$ cat src/rtl/tas_lock_pkg.sv
package tas_lock_pkg;

  // Request opcodes; 2'b11 is serviced as a load
  typedef enum logic [1:0] {
    OP_LOAD  = 2'b00,
    OP_STORE = 2'b01,
    OP_TAS   = 2'b10,
    OP_PEEK  = 2'b11
  } lock_op_e;

endpackage

$ cat src/rtl/tas_rr_arb.sv
module tas_rr_arb #(
  parameter int N_REQ = 4,
  localparam int IDX_W = (N_REQ > 1) ? $clog2(N_REQ) : 1
) (
  input  logic             clk,
  input  logic             rst,
  input  logic             en,
  input  logic [N_REQ-1:0] req,
  output logic [N_REQ-1:0] gnt,
  output logic             gnt_any,
  output logic [IDX_W-1:0] gnt_idx
);

  // Search starts at the requester after the last winner
  logic [IDX_W-1:0] ptr_q;
  logic [IDX_W-1:0] cand;

  always_comb begin
    gnt     = '0;
    gnt_any = 1'b0;
    gnt_idx = '0;
    cand    = '0;
    for (int k = 0; k < N_REQ; k++) begin
      cand = IDX_W'((int'(ptr_q) + k) % N_REQ);
      if (en && !gnt_any && req[cand]) begin
        gnt[cand] = 1'b1;
        gnt_any   = 1'b1;
        gnt_idx   = cand;
      end
    end
  end

  always_ff @(posedge clk) begin
    if (rst) begin
      ptr_q <= '0;
    end else if (gnt_any) begin
      ptr_q <= (gnt_idx == IDX_W'(N_REQ - 1)) ? '0 : gnt_idx + 1'b1;
    end
  end

endmodule

$ cat src/rtl/tas_lock_ram.sv
module tas_lock_ram #(
  parameter int ADDR_W = 4,
  parameter int DATA_W = 8,
  localparam int DEPTH = 1 << ADDR_W
) (
  input  logic              clk,
  input  logic              we,
  input  logic [ADDR_W-1:0] waddr,
  input  logic [DATA_W-1:0] wdata,
  input  logic [ADDR_W-1:0] raddr,
  output logic [DATA_W-1:0] rdata
);

  // Simple dual-port, read-first, registered read
  logic [DATA_W-1:0] mem [DEPTH];

  always_ff @(posedge clk) begin
    if (we) begin
      mem[waddr] <= wdata;
    end
    rdata <= mem[raddr];
  end

endmodule

$ cat src/rtl/tas_lock_mem.sv
module tas_lock_mem
  import tas_lock_pkg::*;
#(
  parameter int N_REQ  = 4,
  parameter int ADDR_W = 4,
  parameter int DATA_W = 8,
  parameter logic [DATA_W-1:0] SET_VAL = DATA_W'(1),
  parameter logic [DATA_W-1:0] CLR_VAL = DATA_W'(0)
) (
  input  logic                     clk,
  input  logic                     rst,
  input  logic [N_REQ-1:0]         req_valid,
  output logic [N_REQ-1:0]         req_ready,
  input  logic [N_REQ*2-1:0]       req_op,
  input  logic [N_REQ*ADDR_W-1:0]  req_addr,
  input  logic [N_REQ*DATA_W-1:0]  req_wdata,
  output logic [N_REQ-1:0]         rsp_valid,
  output logic [N_REQ*DATA_W-1:0]  rsp_rdata,
  output logic [N_REQ-1:0]         rsp_ok
);

  localparam int IDX_W = (N_REQ > 1) ? $clog2(N_REQ) : 1;
  localparam int DEPTH = 1 << ADDR_W;

  // Start-up sweep writing the clear constant into every word
  logic              init_busy;
  logic [ADDR_W-1:0] init_addr;

  always_ff @(posedge clk) begin
    if (rst) begin
      init_busy <= 1'b1;
      init_addr <= '0;
    end else if (init_busy) begin
      init_addr <= init_addr + 1'b1;
      if (init_addr == ADDR_W'(DEPTH - 1)) begin
        init_busy <= 1'b0;
      end
    end
  end

  // One grant per cycle
  logic             gnt_any;
  logic [IDX_W-1:0] gnt_idx;

  tas_rr_arb #(.N_REQ(N_REQ)) i_arb (
    .clk    (clk),
    .rst    (rst),
    .en     (!init_busy),
    .req    (req_valid),
    .gnt    (req_ready),
    .gnt_any(gnt_any),
    .gnt_idx(gnt_idx)
  );

  // Fields of the granted request
  lock_op_e          sel_op;
  logic [ADDR_W-1:0] sel_addr;
  logic [DATA_W-1:0] sel_wdata;

  always_comb begin
    sel_op    = OP_LOAD;
    sel_addr  = '0;
    sel_wdata = '0;
    for (int i = 0; i < N_REQ; i++) begin
      if (req_ready[i]) begin
        sel_op    = lock_op_e'(req_op[i*2 +: 2]);
        sel_addr  = req_addr[i*ADDR_W +: ADDR_W];
        sel_wdata = req_wdata[i*DATA_W +: DATA_W];
      end
    end
  end

  // Execute stage: old value available, write issued
  logic              s1_vld;
  logic [IDX_W-1:0]  s1_id;
  lock_op_e          s1_op;
  logic [ADDR_W-1:0] s1_addr;
  logic [DATA_W-1:0] s1_wdata;

  always_ff @(posedge clk) begin
    if (rst) begin
      s1_vld   <= 1'b0;
      s1_id    <= '0;
      s1_op    <= OP_LOAD;
      s1_addr  <= '0;
      s1_wdata <= '0;
    end else begin
      s1_vld   <= gnt_any;
      s1_id    <= gnt_idx;
      s1_op    <= sel_op;
      s1_addr  <= sel_addr;
      s1_wdata <= sel_wdata;
    end
  end

  logic              s1_writes;
  logic [DATA_W-1:0] s1_wval;

  assign s1_writes = s1_vld && ((s1_op == OP_STORE) || (s1_op == OP_TAS));
  assign s1_wval   = (s1_op == OP_TAS) ? SET_VAL : s1_wdata;

  // Storage
  logic              ram_we;
  logic [ADDR_W-1:0] ram_waddr;
  logic [DATA_W-1:0] ram_wdata;
  logic [DATA_W-1:0] ram_rdata;

  assign ram_we    = init_busy || s1_writes;
  assign ram_waddr = init_busy ? init_addr : s1_addr;
  assign ram_wdata = init_busy ? CLR_VAL : s1_wval;

  tas_lock_ram #(.ADDR_W(ADDR_W), .DATA_W(DATA_W)) i_ram (
    .clk  (clk),
    .we   (ram_we),
    .waddr(ram_waddr),
    .wdata(ram_wdata),
    .raddr(sel_addr),
    .rdata(ram_rdata)
  );

  // Same-edge write/read of one word: the read-first RAM returns the
  // pre-write value, so the written value is captured and used instead
  logic              byp_hit_q;
  logic [DATA_W-1:0] byp_val_q;
  logic [DATA_W-1:0] old_val;

  always_ff @(posedge clk) begin
    if (rst) begin
      byp_hit_q <= 1'b0;
      byp_val_q <= '0;
    end else begin
      byp_hit_q <= s1_writes && (s1_addr == sel_addr);
      byp_val_q <= s1_wval;
    end
  end

  assign old_val = byp_hit_q ? byp_val_q : ram_rdata;

  // Registered response lanes
  always_ff @(posedge clk) begin
    if (rst) begin
      rsp_valid <= '0;
      rsp_rdata <= '0;
      rsp_ok    <= '0;
    end else begin
      for (int i = 0; i < N_REQ; i++) begin
        rsp_valid[i] <= s1_vld && (s1_id == IDX_W'(i));
        if (s1_vld && (s1_id == IDX_W'(i))) begin
          rsp_rdata[i*DATA_W +: DATA_W] <= old_val;
          rsp_ok[i] <= (s1_op == OP_TAS) && (old_val == CLR_VAL);
        end
      end
    end
  end

endmodule

$ cat config.mk
export PLATFORM = sky130hd
export DESIGN_NAME = tas_lock_mem
export DESIGN_NICKNAME = d
export VERILOG_FILES = /design/src/rtl/tas_lock_pkg.sv /design/src/rtl/tas_rr_arb.sv /design/src/rtl/tas_lock_ram.sv /design/src/rtl/tas_lock_mem.sv
export SDC_FILE = /design/constraint.sdc
export NUM_CORES = 1
export LEC_CHECK = 0
export BUFFER_PORTS_ARGS = -buffer_cell sky130_fd_sc_hd__clkbuf_2
export CAP_MARGIN = 0
export CORE_MARGIN = 1.5
export CORE_UTILIZATION = 62
export CTS_CLUSTER_SIZE = 20
export DETAILED_ROUTE_END_ITERATION = 12
export GPL_ROUTABILITY_DRIVEN = 0
export GPL_TIMING_DRIVEN = 0
export PLACE_DENSITY_LB_ADDON = 0.2
export RECOVER_POWER = 50
export SYNTH_ARGS = -nofsm -noshare
export SYNTH_HDL_FRONTEND = slang
export SYNTH_HIERARCHICAL = 1
export SYNTH_SLANG_ARGS = --single-unit
$ cat constraint.sdc
create_clock -name clk -period 11.83 [get_ports clk]
set_input_delay 2.366 -clock clk [delete_from_list [all_inputs] [get_ports clk]]
set_output_delay 2.366 -clock clk [all_outputs]
set_load 0.02 [all_outputs]
==> results of run 1 <==
final cells by class:
cell class	instances	area, sq um	area share (%)
well taps	180	225	2.23
multi-input cells	370	2980	29.5
flip-flops and latches	209	5470	54.1
plain buffers	37	267	2.64
clock inverters	9	50.0	0.495
clock buffers	29	576	5.70
inverters	7	26.3	0.260
repair buffers	103	514	5.09
cells in the final DEF (no fill, tap or decap), drive strengths merged, types with 4 or more instances in the layout:
master / netlist / final
and2: 20 / 20
clkinv: 0 / 7
ha: 7 / 7
dfxtp: 81 / 81
nor3: 17 / 17
a22oi: 22 / 22
nor4: 4 / 4
inv: 7 / 8
nor2b: 22 / 22
a211oi: 32 / 32
o21a: 4 / 4
edfxtp: 128 / 128
mux2i: 11 / 11
o22ai: 4 / 4
nand3b: 5 / 5
nand2: 26 / 26
a21oi: 16 / 16
clkbuf: 11 / 143
buf: 23 / 23
nand2b: 4 / 4
mux2: 4 / 4
nor2: 79 / 79
a221o: 5 / 5
xor2: 5 / 5
o21ai: 9 / 9
mux4: 35 / 35
a221oi: 10 / 10
power by group through the flow:
stage          combinational [mW]  clock [mW]  sequential (mW)
2_1_floorplan              0.0293           0            0.797
3_3_place_gp               0.0506           0            0.798
3_5_place_dp               0.0525           0            0.799
4_1_cts                    0.0532       0.608            0.784
5_1_grt                    0.0579       0.636            0.785
6_report                   0.0537       0.600            0.784
per-layer routing:
metal / up-vias / share of wire, % / track usage, %
li1: 2644 / - / -
met1: 2811 / 41 / 36.5
met2: 223 / 50 / 47.4
met3: 53 / 5.4 / 4.54
met4: 0 / 3.4 / 9.78
met5: - / 0 / 0
metrics by stage:
| stage | hold WS (ns) | power, mW | util [%] |
|---|---|---|---|
| 2_1_floorplan | 0.421 | 0.826 | - |
| 3_3_place_gp | 0.462 | 0.849 | 68.5 |
| 3_5_place_dp | 0.456 | 0.852 | 68.5 |
| 4_1_cts | 0.475 | 1.45 | 73.1 |
| 5_1_grt | 0.510 | 1.48 | 73.1 |
| 6_report | 0.472 | 1.44 | 73.1 |
state kept, by name, indices dropped and copies added, names as in the netlist:
register and count:
rsp_valid 4, s1_wdata 8, i_ram/mem 128, i_arb/ptr_q 2
i_ram/rdata 8, rsp_ok 4, init_addr 4, s1_id 2
byp_hit_q 1, s1_vld 1, rsp_rdata 32, s1_addr 4
s1_op 2, init_busy 1, byp_val_q 8
kinds of logic (layout without fill, tap and decap cells):
family                   count (synthesis)  after routing
flip-flops                             209            209
buffers and inverters                   44            185
AO/OA/AOI/OAI                          111            111
multiplexers                            50             50
AND/OR/NAND/NOR                        196            196
adder cells (fa/ha/maj)                  7              7
XOR/XNOR                                 6              6
worst paths after layout:
check	cells past startpoint	startpoint	end	slack [ns]
setup / recovery	6	req_valid[1]	req_ready[1]	5.18
setup reg to reg	15	i_arb/ptr_q[0]$_SDFFE_PP0P_	i_ram/rdata[3]$_DFF_P_	6.92
hold / removal	2	s1_wdata[0]$_SDFF_PP0_	byp_val_q[0]$_SDFF_PP0_	0.47
hold reg to reg	2	s1_wdata[0]$_SDFF_PP0_	byp_val_q[0]$_SDFF_PP0_	0.47
worst max-delay path, delay by kind of cell:
kind	cells	cell delay, ns
buffers and inverters	2	0.38
muxes	1	0.60
and+or+nand+nor	1	0.20
AOI/OAI and AO/OA	2	0.73
==> results by group, run 1 <==
Outcome
  – Status: completed

Setup path
  – Worst setup EP type: output pin
  – Worst-path cell chain: clkbuf_2 -> mux4_2 -> nand2b_4 -> a2111oi_4 -> a221o_1 -> clkbuf_2
  – Critical path class: in2out
  – Worst EP arrival: about 4.3 ns
  – CP max stage cell: mux4_2
  – Critical path launch point type: input pin
  – Most frequent CP cell: clkbuf_2
  – Max stage delay on crit path: ~0.60 ns
  – Critical path required time: ~9.5 ns
  – Critical path peak fanout: 10

STA
  – Setup Skew: ~0.011 ns
  – Final setup fails: 0
  – Slew headroom: ~11%
  – RSZ-0062 raised after global routing: no
  – Tmin final: around 6.6 ns
  – Setup TNS: 0 ns
  – Fmax: 150 MHz
  – Final Max Slew Viols: 0
  – Final WS setup: 5.18 ns
  – Fin. Hold Viols: 0
  – Tcrit/Tclk final: roughly 56%
  – Worst Tran Pin Value: between 1 and 1.5 ns

Logic synthesis
  – Post-Syn Nets: about 700
  – Adder-Cell Fraction of Synth Area: around 1%
  – Top cells by area, synth: edfxtp_1 (44%), dfxtp_1 (19%), mux4_2 (5.4%)
  – Top-area cell type share of the netlist area: around 44%
  – Sequential fraction of the synthesis area: a little over three fifths
  – Post-Synth XOR/XNOR Area: less than 1%
  – Syn Area/Cell: ~14 sq um
  – Area leader, netlist: edfxtp_1
  – Yosys reg bits: between 200 and 250
  – Largest family of logic cells by synthesized area: simple AND/OR/NAND/NOR gates
  – Gate Count Post-Synth: roughly 620
  – Top FF cell, synth: edfxtp_1
  – Top cells by count, synth: edfxtp_1 (128), dfxtp_1 (81), nor2_1 (77), a211oi_1 (32), nand2_1 (26)
  – Most numerous cell in the Yosys netlist: edfxtp_1
  – Synth Area in Compound Gates: under 10%
  – Post-synthesis async set-or-reset flop share: 0%
  – Yosys warning count: 6
  – Post-synthesis mux area share: between 10% and 20%
  – Simple-Gate Fraction of Synth Area: a little under an eighth
  – Post-synthesis cell area: 0.00874 sq mm
  – Synth cell types: 56
  – Post-synth EDFFs: 128

Clock tree
  – Clk buf depth: 3
  – Post-cts repair resize count: 0
  – CTS root buf: clkbuf_16
  – CTS Buf Count: 21
  – Clock sink count: 209
  – H-Tree Depth: 1
  – Post-CTS Setup Bufs: 0
  – Reg clk slew, reported paths: ~0.060 ns
  – CTS tree: done
  – # hold bufs at CTS: 0
  – Clock Latency Late Sink: ~0.49 ns

Finish
  – Layout cells sized above 1: 25.1%
  – Area Overhead vs Synth: 15.6%
  – Fill cell count: 884
  – Final #Nets: a little over 800
  – Layout Cells excl Fill: about 940
  – Antenna cells: 0
  – Final Cell Area: roughly 0.01 sq mm

Power
  – Clock network power share: about two fifths
  – Net switching power: between 200 and 300 uW
  – Pwr dens: approximately 140 mW/mm^2
  – Combinational share of power: 3.7%
  – Max VDD drop: around 0.12 mV
  – Internal power: 1.14 mW
  – Part of the power in registers: between 50 and 60%
  – Leakage: around 3.9 nW
  – Sw Ratio: roughly 21%

Drt
  – Detailed Route WL: roughly 20 mm
  – Remaining DRCs: 0
  – Via density: between 6 and 7
  – Antenna viol nets, final: 0
  – DR vias: ~5,700
  – Number of DRC markers in iteration 0: 463
  – Drt pass-1 iters: 5
  – Routed len/inst: between 20 and 25 microns

Placement
  – Placed cells: ~900
  – Port bufs: around 100
  – Placed wire-length estimate: 13.5 mm
  – Placed cell areas: ~0.0095 sq mm
  – Worst slack at placement: roughly 5.2 ns

Die
  – Die Ht: between 100 and 150 microns
  – Die Width: 122 microns
  – Number of cell rows: 43
  – IO Count: between 100 and 150
  – Initial core utilization: between 60% and 70%
  – Core ar.: between 0.01 and 0.015 sq mm
  – Full die area: roughly 0.015 sq mm

GRT
  – Vias in the first global route: between 5,000 and 6,000
  – Total track usage: ~28%
  – Pin count of the biggest net entering global routing: 17
  – Initial antenna violation count: 0
  – Remaining Overflow, GRT: 0
  – Global-route wire length before repair: ~31 mm

Job
  – Max_cap viols: 0

Hold path
  – Tightest Hold Check Type: reg2reg
Note: power is estimated with default switching activity, not from simulation.
==> run 2, diff against run 1 <==
--- a/config.mk
+++ b/config.mk
@@ -5,10 +5,11 @@
 export SDC_FILE = /design/constraint.sdc
 export NUM_CORES = 1
 export LEC_CHECK = 0
+export ABC_AREA = 1
 export BUFFER_PORTS_ARGS = -buffer_cell sky130_fd_sc_hd__clkbuf_2
 export CAP_MARGIN = 0
 export CORE_MARGIN = 1.5
-export CORE_UTILIZATION = 62
+export CORE_UTILIZATION = 53
 export CTS_CLUSTER_SIZE = 20
 export DETAILED_ROUTE_END_ITERATION = 12
 export GPL_ROUTABILITY_DRIVEN = 0
==> constraint.sdc (replaced) <==
create_clock -name clk -period 5.52 [get_ports clk]
set_input_delay 1.104 -clock clk [delete_from_list [all_inputs] [get_ports clk]]
set_output_delay 1.104 -clock clk [all_outputs]
set_load 0.02 [all_outputs]
==> results by group, run 2 <==
Logic synthesis
  – Yosys warning count: 6 (unchanged)
  – Post-synthesis async set-or-reset flop share: 0% (unchanged)
  – Top-area cell type share of the netlist area: 41.3% (-2.7 points)
  – Post-synth EDFFs: 128 (unchanged)
  – Top cells by area, synth: edfxtp_1 (41%), dfxtp_1 (17%), nand2_1 (11%)
  – Sequential fraction of the synthesis area: 58.8% (-3.8 points)
  – Post-Syn Nets: 1,120 (+62%)
  – Synth cell types: 36 (-36%)
  – Most numerous cell in the Yosys netlist: nand2_1
  – Top FF cell, synth: edfxtp_1
  – Yosys reg bits: 209 (unchanged)
  – Gate Count Post-Synth: 1,051 (+69%)
  – Top cells by count, synth: nand2_1 (267), inv_1 (158), edfxtp_1 (128), nand3_1 (112), dfxtp_1 (81)
  – Syn Area/Cell: 8.85 sq um (-37%)
  – Area leader, netlist: edfxtp_1
  – Post-synthesis cell area: 0.00930 sq mm (+6.4%)

Outcome
  – Failing checks: max-capacitance violations, max-slew violations
  – Status: complete, but fails checks

Finish
  – Biggest regs: i_ram/mem (128), rsp_rdata (32)
  – Biggest register: i_ram/mem
  – Layout cells sized above 1: 12.9% (-12 points)
  – Antenna cells: 0 (unchanged)
  – Final Cell Area: 0.0108 sq mm (+6.5%)
  – Max FFs per register: 128 (unchanged)
  – Final #Nets: 1,254 (+53%)
  – Most common cell after layout, fill and taps aside: nand2_1
  – Layout Cells excl Fill: 1,424 (+51%)
  – Fin util: 62.4% (-11 points)
  – Area Overhead vs Synth: 15.6% (about the same)
  – Most frequent cells in the layout: nand2_1 (267), inv_1 (159), edfxtp_1 (128)

GRT
  – Vias in the first global route: 6,896 (+20%)
  – Global-route wire length before repair: 36.1 mm (+17%)
  – Remaining Overflow, GRT: 0 (unchanged)
  – Initial antenna violation count: 0 (unchanged)
  – Pin count of the biggest net entering global routing: 17 (unchanged)
  – Total track usage: 25.5% (-2.3 points)

Power
  – Total Power: 3.18 mW (+120%)
  – Max VDD drop: 0.206 mV (+78%)
  – Leakage: 4.69 nW (+21%)
  – Pwr dens: 295 mW/mm^2 (+110%)

STA
  – Setup Skew: 0.0157 ns (+0.00427 ns)
  – RSZ-0062 raised after global routing: no
  – Setup TNS: 0 ns (unchanged)
  – Fin. Hold Viols: 0 (unchanged)
  – Final setup fails: 0 (unchanged)
  – Tmin final: 4.06 ns
  – Slew headroom: -10.1% (-21 points)
  – Tcrit/Tclk final: approximately three quarters
  – Fmax: 246 MHz
  – Worst Tran Pin Value: 1.65 ns (+0.327 ns)
  – Final Max Slew Viols: 17 (+17)

Setup path
  – CP max stage cell: o2111ai_1
  – Worst EP arrival: 2.95 ns (-1.33 ns)
  – R2R cell count: 19 (+4)
  – Worst-path cell chain: inv_1 -> ha_1 -> inv_1 -> nand3_2 -> nand2_4 -> inv_2 -> nand3_2 -> o2111ai_1 -> clkbuf_2
  – Critical path required time: 4.42 ns (-5.04 ns)
  – Critical path peak fanout: 9 (-1)
  – Reg2reg start: i_arb/ptr_q[0]$_SDFFE_PP0P_
  – RR Endpoint: i_ram/rdata[3]$_DFF_P_
  – Delay-heaviest family, CP: buffers and inverters
  – Max stage delay on crit path: 0.55 ns (-0.05 ns)
  – Critical path class: reg2out
  – Buf/Inv on CP: 4 (+2)
  – Worst setup EP type: output pin
  – Critical path launch point type: flop
  – Flop2flop setup slack: 1.55 ns (-5.37 ns)

Die
  – Core ar.: 0.0172 sq mm (+25%)
  – Initial core utilization: 53.9% (-9.2 points)
  – IO Count: 106 (unchanged)
  – Number of cell rows: 48 (+12%)
  – Die Width: 135 microns (+11%)
  – Die Ht: 135 microns (+11%)
  – Full die area: 0.0183 sq mm (+24%)

Clock tree
  – Post-CTS Setup Bufs: 0 (unchanged)
  – CTS tree: done
  – H-Tree Depth: 1 (unchanged)
  – CTS Buf Count: 21 (unchanged)
  – CTS root buf: clkbuf_16
  – Post-cts repair resize count: 0 (unchanged)
  – Clock Latency Late Sink: 0.49 ns (about the same)
  – Clock sink count: 209 (unchanged)
  – # hold bufs at CTS: 0 (unchanged)
  – Clk buf depth: 3 (unchanged)
  – Reg clk slew, reported paths: 0.06 ns (about the same)

Hold path
  – Worst Hold Endpoint: byp_val_q[4]$_SDFF_PP0_
  – Tightest Hold Check Type: reg2reg
  – Hold Crit Start: s1_wdata[4]$_SDFF_PP0_
  – Min-Delay Path Depth: 2 (unchanged)

Drt
  – Antenna viol nets, final: 0 (unchanged)
  – Number of DRC markers in iteration 0: 616 (+33%)
  – Via density: 5.17 (-15%)
  – Remaining DRCs: 0 (unchanged)
  – Drt pass-1 iters: 5 (unchanged)
  – Routed len/inst: 15.9 microns (-24%)
  – Detailed Route WL: 22.7 mm (+15%)
  – DR vias: 7,367 (+29%)

Placement
  – Port bufs: 105 (+1.9%)
  – Placed wire-length estimate: 16.2 mm (+20%)
  – Placed cell areas: 0.0102 sq mm (+7.7%)
  – Placed cells: 1,387 (+53%)

Job
  – Max_cap viols: 1 (+1)
## run 2: changes by cell type after synthesis, moves of 10 or more
| cell | previous run | this run |
|---|---|---|
| and2_1 | 20 | 0 |
| a211oi_1 | 32 | 4 |
| mux2i_1 | 11 | 0 |
| a21oi_1 | 16 | 50 |
| mux4_1 | 14 | 0 |
| inv_1 | 7 | 158 |
| mux4_2 | 21 | 0 |
| clkbuf_1 | 11 | 22 |
| a221oi_1 | 10 | 0 |
| a22oi_1 | 22 | 0 |
| nor2b_1 | 21 | 0 |
| nand3_1 | 3 | 112 |
| o21ai_0 | 9 | 54 |
| nand2_1 | 26 | 267 |
## run 2: how the worst max path moves through the flow
| stage | from | to | cells after the start |
|---|---|---|---|
| 2_1_floorplan | req_valid[3] | i_ram/rdata[6]$_DFF_P_ | 16 |
| 3_3_place_gp | req_valid[3] | i_ram/rdata[3]$_DFF_P_ | 17 |
| 3_5_place_dp | req_valid[3] | i_ram/rdata[3]$_DFF_P_ | 17 |
| 4_1_cts | i_arb/ptr_q[0]$_SDFFE_PP0P_ | req_ready[3] | 9 |
| 5_1_grt | i_arb/ptr_q[0]$_SDFFE_PP0P_ | i_ram/rdata[0]$_DFF_P_ | 20 |
| 6_report | i_arb/ptr_q[0]$_SDFFE_PP0P_ | req_ready[3] | 9 |
## run 2: tightest hold or removal path, delay by kind of cell (launching register included)
family	cells	cell delay, ns
simple gates	1	0.04
flops	1	0.30
buf+inv	1	0.06
## run 2: cell families (layout without fill, tap and decap cells)
| logic type | Yosys count | after routing | share of synthesized area [%] |
|---|---|---|---|
| fa+ha+maj | 7 | 7 | 0.942 |
| compound gates | 123 | 123 | 7.04 |
| buf+inv | 210 | 358 | 9.50 |
| flops | 209 | 209 | 58.8 |
| simple gates | 501 | 501 | 23.6 |
| mux | 1 | 1 | 0.121 |
## run 2: power by group
| part | internal (mW) | switching [mW] | total, mW |
|---|---|---|---|
| combinational | 0.0394 | 0.0799 | 0.119 |
| clock | 0.804 | 0.572 | 1.38 |
| sequential | 1.67 | 0.00886 | 1.68 |
## run 2: routing by layer
layer  up-vias  share of wire (%)  wire [microns]  global-route usage [%]
met2       315                 46           10500                    41.8
met1      3350                 44            9990                    35.9
met5         -                  0               0                       0
li1       3669                  -               -                       -
met4         0                2.5             572                    7.59
met3        33                7.3            1650                    3.18
## run 2: per-stage QoR
| stage | hold WS [ns] | setup WS [ns] |
|---|---|---|
| after floorplan | 0.416 | 2.00 |
| after CTS | 0.462 | 1.53 |
| after detailed placement | 0.457 | 1.50 |
| final | 0.445 | 1.46 |
| after global placement | 0.432 | 1.49 |
| after global routing | 0.474 | 1.17 |
## run 2: area by class of cell
| cell class | instances | area [sq um] |
|---|---|---|
| Fill cell | 1451 | 6480 |
| Clock buffer | 29 | 597 |
| Multi-Input combinational cell | 632 | 2960 |
| Sequential cell | 209 | 5470 |
| Inverter | 163 | 612 |
| Buffer | 47 | 270 |
| Timing Repair Buffer | 111 | 502 |
| Clock inverter | 8 | 71.3 |
| Tap cell | 225 | 282 |
==> run 3, diff against run 2 <==
==> constraint.sdc (replaced) <==
create_clock -name clk -period 3.6 [get_ports clk]
set_input_delay 0.72 -clock clk [delete_from_list [all_inputs] [get_ports clk]]
set_output_delay 0.72 -clock clk [all_outputs]
set_load 0.02 [all_outputs]
==> results by group, run 3 (synthesis gave the netlist of run 2 again) <==
Outcome
  – Status: complete, but fails checks
  – Failing checks: max-capacitance violations, max-slew violations

Placement
  – Placed wire-length estimate: 16.2 mm (unchanged)
  – Port bufs: 105 (unchanged)

STA
  – Final Max Slew Viols: 17 (unchanged)
  – Min Hold Slack: 0.442 ns (-0.00306 ns)
  – Final setup fails: 0 (unchanged)
  – Slew headroom: -9.12% (+0.95 points)
  – Fmax: ~300 MHz
  – Tcrit/Tclk final: ~92%
  – Tmin final: approximately 3.3 ns
  – Worst Tran Pin Value: 1.64 ns (-0.0143 ns)
  – Fin. Hold Viols: 0 (unchanged)
  – Setup Skew: 0.0134 ns (-0.00231 ns)

Finish
  – Layout cells sized above 1: 13.5% (+0.60 points)
  – Final #Nets: 1,253 (-0.080%)
  – Area Overhead vs Synth: 16.1%
  – Fin util: 62.6% (+0.24 points)
  – FF+latch area: 0.00547 sq mm (about the same)
  – Biggest regs: i_ram/mem (128), rsp_rdata (32)
  – Area of the multi-input gates: 0.00297 sq mm (+0.64%)
  – Fill cell count: 1,441 (-0.69%)
  – Most common cell after layout, fill and taps aside: nand2_1
  – Most frequent cells in the layout: nand2_1 (265), inv_1 (154), edfxtp_1 (128)
  – Max FFs per register: 128 (unchanged)
  – Biggest register: i_ram/mem
  – Antenna cells: 0 (unchanged)

Clock tree
  – CTS Buf Count: 21 (unchanged)
  – H-Tree Depth: 1 (unchanged)
  – Clk buf depth: 3 (unchanged)
  – Clock Latency Late Sink: 0.49 ns (about the same)
  – CTS tree: done
  – CTS root buf: clkbuf_16
  – Reg clk slew, reported paths: 0.06 ns (about the same)
  – # hold bufs at CTS: 0 (unchanged)
  – Post-CTS Setup Bufs: 0 (unchanged)
  – Clock sink count: 209 (unchanged)

GRT
  – Remaining Overflow, GRT: 0 (unchanged)
  – Initial antenna violation count: 0 (unchanged)
  – Total track usage: 25.6% (+0.057 points)
  – Pin count of the biggest net entering global routing: 17 (unchanged)
  – Global-route wire length before repair: 36.2 mm (+0.28%)
  – Vias in the first global route: 6,911 (+0.22%)

Setup path
  – Reg2reg start: i_arb/ptr_q[1]$_SDFFE_PP0P_
  – Worst EP arrival: 3.69 ns (+0.74 ns)
  – Critical path required time: 3.97 ns (-0.45 ns)
  – Critical path class: reg2reg
  – Critical path launch point type: flop
  – Worst setup EP type: flop
  – Flop2flop setup slack: 0.28 ns (-1.27 ns)
  – RR Endpoint: i_ram/rdata[3]$_DFF_P_
  – Crit path to: i_ram/rdata[3]$_DFF_P_
  – Critical Path Start: i_arb/ptr_q[1]$_SDFFE_PP0P_
  – R2R cell count: 21 (+2)
  – Critical path peak fanout: 10 (+1)

Die
  – Core ar.: 0.0172 sq mm (unchanged)
  – Number of cell rows: 48 (unchanged)
  – Die Width: 135 microns (unchanged)
  – Die Ht: 135 microns (unchanged)
  – Full die area: 0.0183 sq mm (unchanged)
  – IO Count: 106 (unchanged)
  – Initial core utilization: 53.9% (unchanged)

Drt
  – Routed len/inst: 16.0 microns (+0.15%)
  – Drt pass-1 iters: 5 (unchanged)
  – Remaining DRCs: 0 (unchanged)
  – Via density: 5.17 (about the same)
  – Detailed Route WL: 22.7 mm (about the same)
  – Number of DRC markers in iteration 0: 592 (-3.9%)
  – DR vias: 7,355 (-0.16%)
  – Antenna viol nets, final: 0 (unchanged)

Job
  – Max_cap viols: 1 (unchanged)

Hold path
  – Tightest Hold Check Type: reg2reg
  – Hold Crit Start: s1_wdata[4]$_SDFF_PP0_

Power
  – Total Power: 4.87 mW (+53%)
  – Max VDD drop: 0.317 mV (+54%)
  – Pwr dens: 451 mW/mm^2 (+53%)
  – Leakage: 4.70 nW (+0.25%)
[run 3: changes by cell type in the layout (fill, tap and decap cells not counted), sizes merged]
cell	change
buf	-1
[run 3: per-stage QoR]
step                setup WS (ns)  TNS [ns]  instances  instance area [sq um]
finish                      0.276         0       1423                  10800
global route             -0.00792  -0.00792       1423                  10800
CTS                        0.0277         0       1424                  10900
global placement           -0.238     -1.59       1381                  10100
detailed placement         -0.253     -1.64       1387                  10200
floorplan                   0.328         0       1051                   9300
[run 3: critical path: stages (launching register included)]
cell and delay [ns]:
dfxtp_2 0.40, inv_1 0.14, ha_1 0.37, inv_2 0.07, nand3_2 0.09, nand2_4 0.08, inv_2 0.08, nand3_2 0.13
o2111ai_2 0.37, inv_2 0.09, nand2_1 0.08, nand3_1 0.06, nand2_1 0.09, nand2_1 0.08, inv_1 0.13, buf_6 0.19
buf_6 0.18, nand2_1 0.07, nand3_1 0.11, nand3_1 0.09, nand3_1 0.16, nand2_1 0.11
[run 3: area by class of cell]
class	instances	share of cell area [%]
flip-flops and latches	209	50.7
multi-input cells	632	27.5
inverters	163	5.69
clock buffers	29	5.53
repair buffers	111	4.74
well taps	225	2.61
plain buffers	46	2.55
clock inverters	8	0.661
[run 3: power by group]
part / total [mW] / leakage [nW] / internal (mW) / switching, mW
registers: 2.58 / 1.67 / 2.56 / 0.0132
logic: 0.182 / 2.70 / 0.0600 / 0.122
clock network: 2.11 / 0.334 / 1.23 / 0.879
[run 3: worst min path at each step]
| stage | cells after the start | to |
|---|---|---|
| 2_1_floorplan | 2 | byp_val_q[1]$_SDFF_PP0_ |
| 3_3_place_gp | 2 | byp_val_q[2]$_SDFF_PP0_ |
| 3_5_place_dp | 2 | byp_val_q[4]$_SDFF_PP0_ |
| 4_1_cts | 2 | i_arb/ptr_q[1]$_SDFFE_PP0P_ |
| 5_1_grt | 2 | i_arb/ptr_q[1]$_SDFFE_PP0P_ |
| 6_report | 2 | byp_val_q[4]$_SDFF_PP0_ |
[run 3: repair_timing]
item,CTS,global route
pin swaps,0,0
gates resized for setup,7,14
endpoints found under the setup margin,9,8
[run 3: routing by layer]
layer | GRT usage, % | vias to the layer above | routed length [microns]
li1 | - | 3663 | -
met1 | 35.9 | 3367 | 9970
met2 | 41.9 | 292 | 10500
met3 | 3.18 | 33 | 1660
met4 | 7.59 | 0 | 583
met5 | 0 | - | 0
